**config.mk**
```make
export PLATFORM = sky130hd
export DESIGN_NAME = strobed_decode_counter
export DESIGN_NICKNAME = d
export VERILOG_FILES = /design/src/rtl/sdc_pkg.sv /design/src/rtl/sdc_counter.sv /design/src/rtl/sdc_match.sv /design/src/rtl/sdc_outstage.sv /design/src/rtl/strobed_decode_counter.sv
export SDC_FILE = /design/constraint.sdc
export NUM_CORES = 1
export LEC_CHECK = 0
export ABC_CLOCK_PERIOD_IN_PS = 1800
export BUFFER_PORTS_ARGS = -buffer_cell sky130_fd_sc_hd__buf_2
export CORE_AREA = 5 5 42 44
export DETAILED_ROUTE_END_ITERATION = 12
export DIE_AREA = 0 0 47 49
export PLACE_DENSITY = 0.46
export RECOVER_POWER = 50
export SLEW_MARGIN = 30
export SYNTH_ARGS = -nofsm -noshare
export SYNTH_HDL_FRONTEND = slang
export SYNTH_HIERARCHICAL = 1
export SYNTH_SLANG_ARGS = --single-unit
export TNS_END_PERCENT = 10
```
**constraint.sdc**
```tcl
create_clock -name clk -period 1.8 [get_ports clk]
set_input_delay 0.27 -clock clk [delete_from_list [all_inputs] [get_ports clk]]
set_output_delay 0.27 -clock clk [all_outputs]
set_load 0.02 [all_outputs]
```
**src/rtl/sdc_pkg.sv**
```systemverilog
package sdc_pkg;
  localparam int CNT_W   = 3;
  localparam int NUM_DEC = 4;

  typedef logic [CNT_W-1:0] cnt_t;

  // decoded state assigned to each output line
  function automatic cnt_t dec_state(input int idx);
    case (idx)
      0:       return cnt_t'(2);
      1:       return cnt_t'(5);
      2:       return cnt_t'(6);
      default: return cnt_t'(7);
    endcase
  endfunction
endpackage

```
**src/rtl/sdc_counter.sv**
```systemverilog
module sdc_counter
  import sdc_pkg::*;
#(
  parameter int W = CNT_W
) (
  input  logic         clk,
  input  logic         rst,
  input  logic         en,
  output logic [W-1:0] q
);
  localparam logic [W-1:0] LAST = {W{1'b1}};

  always_ff @(posedge clk) begin
    if (rst)     q <= '0;
    else if (en) q <= q + 1'b1;
  end

  assert_reset_R1: assert property (@(posedge clk) rst |=> q == '0);
  assert_hold_R2:  assert property (@(posedge clk) disable iff (rst)
                     !en |=> $stable(q));
  assert_wrap_R3:  assert property (@(posedge clk) disable iff (rst)
                     (en && q == LAST) |=> q == '0);
endmodule

```
**src/rtl/sdc_match.sv**
```systemverilog
module sdc_match
  import sdc_pkg::*;
#(
  parameter int W = CNT_W,
  parameter int N = NUM_DEC
) (
  input  logic [W-1:0] q,
  output logic [N-1:0] hit,
  output logic         last
);
  // each line: AND of true or complemented counter bits
  for (genvar i = 0; i < N; i++) begin : g_term
    localparam logic [W-1:0] ST = W'(dec_state(i));
    logic [W-1:0] lit;
    for (genvar b = 0; b < W; b++) begin : g_bit
      assign lit[b] = ST[b] ? q[b] : ~q[b];
    end
    assign hit[i] = &lit;
  end

  assign last = &q;
endmodule

```
**src/rtl/sdc_outstage.sv**
```systemverilog
module sdc_outstage #(
  parameter int N = 4
) (
  input  logic         strobe,
  input  logic         hi_pol,
  input  logic [N-1:0] hit,
  output logic [N-1:0] dout
);
  logic [N-1:0] gated;
  always_comb begin
    gated = hit & {N{strobe}};
    dout  = hi_pol ? gated : ~gated;
  end

  always_comb begin
    if (!strobe)
      assert_idle_R6: assert (dout == (hi_pol ? '0 : '1));
  end
endmodule

```
**src/rtl/strobed_decode_counter.sv**
```systemverilog
module strobed_decode_counter
  import sdc_pkg::*;
(
  input  logic               clk,
  input  logic               rst,
  input  logic               cnt_en,
  input  logic               strobe,
  input  logic               pol_sel_n,
  output logic [CNT_W-1:0]   count,
  output logic               term_cnt,
  output logic [NUM_DEC-1:0] dec_out
);
  logic [NUM_DEC-1:0] hit;

  sdc_counter #(.W(CNT_W)) u_cnt (
    .clk(clk), .rst(rst), .en(cnt_en), .q(count)
  );

  sdc_match #(.W(CNT_W), .N(NUM_DEC)) u_match (
    .q(count), .hit(hit), .last(term_cnt)
  );

  sdc_outstage #(.N(NUM_DEC)) u_out (
    .strobe(strobe), .hi_pol(pol_sel_n), .hit(hit), .dout(dec_out)
  );

  assert_tc_state7_R4: assert property (@(posedge clk) disable iff (rst)
    term_cnt == (count == CNT_W'(7)));
  assert_onehot_R8: assert property (@(posedge clk) disable iff (rst)
    pol_sel_n |-> $onehot0(dec_out));
  assert_state7_line_R5: assert property (@(posedge clk) disable iff (rst)
    (strobe && pol_sel_n) |-> (dec_out[3] == term_cnt));
  assert_inverse_R7: assert property (@(posedge clk) disable iff (rst)
    (strobe && !pol_sel_n) |-> ($countones(~dec_out) == (hit != '0 ? 1 : 0)));
endmodule

```
After elaboration in Yosys (flattened, before gate mapping)
Cells that the tools add are included.

word-level totals
  register bits = 3
  word-level logic and storage cells = 12

operators by class
  $add $sub $neg = 1
  multiplexer cells = 1
  bitwise operators = 5
  reduce and logical (&&, ||, !) cells = 4

operators with widths
  kind                 number
  $reduce_and 3->1     4
  $and 4x4->4          1
  $mux 4               1
  $not 4->4            1
  $add 3x1->3 const B  1
  $not 1->1            3

Longest topological paths before layout
  depth in word-level cells = 5
  gate-level depth with buffers = 4
  depth with buffers taken out = 3

Hierarchy
The synthesis kept the hierarchy.

by module, submodules not included
  module        instances  cells each  area each (um^2)
  sdc_counter   1          11          121.4
  sdc_outstage  1          8           50.0
  sdc_match     1          5           43.8

Least setup slack after synthesis
No wires, ideal clock.

  kind = reg-to-output
  start point = register u_cnt.q[0]
  end point = output dec_out[3]
  data arrival time = 1,406 ps
  path slack = 124 ps
  cell stages (with the launch flop) = 5
  buffers on the path = 1
  cell sequence = dfxtp_1 and3_1 buf_4 nand2_1 xor2_1

between the ends
  cells in the longest elaborated chain, start to end = 4

ends and longest elaborated chain
  element                 line                          source
  from (decl)             sdc_counter.sv:9              output logic [W-1:0] q
  from (signal assigned)  sdc_counter.sv:15             else if (en) q <= q + 1'b1;
  $reduce_and 3->1 (*)    --
  net term_cnt            strobed_decode_counter.sv:10  output logic term_cnt,
  $and 4x4->4 (*)         sdc_outstage.sv:11            gated = hit & {N{strobe}};
  $not 4->4               sdc_outstage.sv:12            dout = hi_pol ? gated : ~gated;
  $mux 4 (*)              sdc_outstage.sv:12
  to (decl)               strobed_decode_counter.sv:11  output logic [NUM_DEC-1:0] dec_out

Mark *: on every way through the listed nets, which the timed path passes. The rest lies on a longest branch.

Final worst setup path
  start point = register u_cnt.q[0]
  end point = output dec_out[2]

between the ends
  cells in the longest elaborated chain, start to end = 5

ends and longest elaborated chain
  element               line                          source
  $not 1->1 (*)         --
  $reduce_and 3->1 (*)  sdc_match.sv:18               assign hit[i] = &lit;
  net hit[2]            strobed_decode_counter.sv:13  logic [NUM_DEC-1:0] hit;
  $and 4x4->4 (*)       sdc_outstage.sv:11
  $not 4->4             sdc_outstage.sv:12
  $mux 4 (*)            sdc_outstage.sv:12

Marked as above.

==> flow_metrics.py <==
metrics = {
    "setup_path": {
        "critPathLaunchType": "register",
        "cp_max_fo": 7,
        "critPathCaptureType": "primary output",
        "r2r_slack_ns": 0.77,
        "critPathMaxStageDelay_ns": 0.46,
        "crit_required_ns": 1.53,
        "path_buf_inv": 1,
        "crit_chain": "and3b_1 -> nand2_1 -> xor2_1 -> buf_2",
        "crit_type": "reg -> out",
        "worstPathArrival_ns": 1.29,
        "crit_family": "flip-flops",
        "cpMaxStageDelayCell": "dfxtp_1",
    },
    "sta": {
        "post-route-min-period_ns": 1.565,
        "fmax_mhz": 639.1,
        "max_slew_margin_pct": 81.74,
        "drv_slew": 0,
        "fin_setup_tns_ns": 0,
        "skew_ns": 0.002478,
        "whs_ns": 0.2248,
        "rsz0062_at_grt": "no",
        "tightestPinTransition_ns": 0.2736,
        "finalHoldViolations": 0,
        "setup_viol": 0,
        "period_share_pct": 86.93,
        "layout_setup_ws_ns": 0.2353,
    },
    "yosys": {
        "muxShareOfSynthArea_pct": 4.651,
        "synthAdderAreaFrac_pct": 5.814,
        "synth_cell_types": 14,
        "synthSimpleGateAreaFrac_pct": 30.81,
        "syn_avg_cell_area_um2": 8.967,
        "synth_nets": 30,
        "synth_seq_cells": 3,
        "ys_warn_count": 6,
        "syn-instance-count": 24,
        "synth_top_family_by_area": "simple AND/OR/NAND/NOR gates",
        "syn_area_um2": 215.2,
        "synthXorXnorAreaFrac_pct": 20.35,
        "synth_compound_gate_area_share_pct": 6.977,
        "ys_seq_area_share_pct": 27.91,
    },
    "layout": {
        "area_growth_pct": 44.77,
        "post-route-util_pct": 22.23,
        "multiInputGateArea_um2": 147.6,
        "design_area_um2": 311.5,
        "drive_above_1_share_pct": 38.46,
        "register_area_um2": 60.06,
        "top_register": "u_cnt/q",
        "nFillCells": 171,
        "fin_nets": 46,
        "largestRegisters": "u_cnt/q (3)",
        "n_antenna_cell": 0,
        "fin_cells": 55,
        "largest_reg_flops": 3,
    },
    "pwr": {
        "powerDensity_mw_per_mm2": 790.3,
        "vdd_ir_drop_max_mv": 0.2846,
        "p_leak_nw": 0.1489,
        "power_mw": 0.2462,
    },
    "clocking": {
        "cts_max_path_buffers": 2,
        "clk_pin_slew_worst_paths_ns": 0.04,
        "cts_hold_buffers": 0,
        "cts-htree-levels": 1,
        "cts_tree": "built",
        "cts-root-buf": "clkbuf_4",
        "clk_latency_ns": 0.23,
        "cts.sinks": 3,
        "cts-buffers-inserted": 3,
        "post-cts-setup-buffers": 0,
        "post_cts_resize_count": 0,
    },
    "placement": {
        "place_inst": 51,
        "gp_congestion": 0.6116,
        "io_buffers": 12,
        "pre_cts_ws_ns": 0.4698,
        "place_area_um2": 287.8,
    },
    "drt": {
        "vias": 218,
        "ant_nets": 0,
        "wirelength_um": 533,
        "drt_iter0_drc": 1,
        "viasPerCell": 3.964,
        "wl_per_cell_um": 9.691,
        "firstDrtPassIters": 2,
        "drc": 0,
    },
    "floorplan": {
        "core-area_mm2": 0.001401,
        "fp.dieW_um": 47,
        "ios": 13,
        "dieArea_mm2": 0.002303,
        "die_h_um": 49,
        "initial_utilization_pct": 15.36,
        "rows": 14,
    },
    "status": {
        "status": "complete, no violations",
    },
    "min_path": {
        "hp-class": "in -> reg",
    },
    "global_route": {
        "grt_usage_pct": 5.067,
        "grt_overflow": 0,
        "grt_max_degree": 8,
        "grt_pass1_wl_um": 752,
        "antenna_found_initial": 0,
        "grt_pass1_vias": 175,
    },
    "run": {
        "maxCapViolations": 0,
    },
}
==> worst paths after layout <==
path | depth (start not counted) | endpoint | start
setup / recovery | 4 | dec_out[2] | u_cnt/q[0]
hold / removal | 2 | u_cnt/q[2] | rst
setup reg to reg | 3 | u_cnt/q[1] | u_cnt/q[0]
hold reg to reg | 2 | u_cnt/q[1] | u_cnt/q[1]
==> synth_stat cells (all sizes together) <==
library cell  n  share of area [%]
and3b         2                8.1
nor3b         1                5.8
ha            1                5.8
xnor2         1                4.1
buf           1                3.5
nand3b        1                3.5
nor2          2                3.5
a21bo         1                4.7
nand2         4                7.0
a21oi         1                2.3
dfxtp         3                 28
xor2          4                 16
mux2i         1                4.7
and3          1                2.9
==> cell families after synthesis <==
logic type,after synthesis
AOI/OAI and AO/OA,2
xor gates and xnor gates,5
adders and majority gates,1
buffers and inverters,1
DFF,3
muxes,1
and+or+nand+nor,11
==> per-layer routing <==
layer  vias to the layer above  GRT usage (%)  routed length, um
li1                        109              -                  -
met1                        94          5.482                213
met2                        15          5.882                222
met3                         0          4.428                 98
met4                         0          4.147                  0
met5                         -              0                  0
==> layout make-up <==
type,instances,area share [%]
flip-flops and latches,3,19.28
multi-input cells,20,47.39
repair buffers,12,18.47
well taps,16,6.426
clock buffers,4,8.434
==> worst reg2reg max path: stages, from the launching register on <==
cell	delay [ns]
dfxtp_1	0.46
ha_1	0.28
mux2i_1	0.13
nor2_1	0.05
==> cell usage in the layout, fill, tap and decap left out, drive strengths merged <==
cell type,n
a21bo,1
a21oi,1
and3,1
and3b,2
buf,10
clkbuf,6
dfxtp,3
ha,1
mux2i,1
nand2,4
nand3b,1
nor2,2
nor3b,1
xnor2,1
xor2,4
==> power breakdown <==
group	internal (mW)	switching [mW]
clock	0.0829	0.0330
sequential	0.0718	0.00908
combinational	0.0208	0.0285
(Power assumes the default switching activity.)
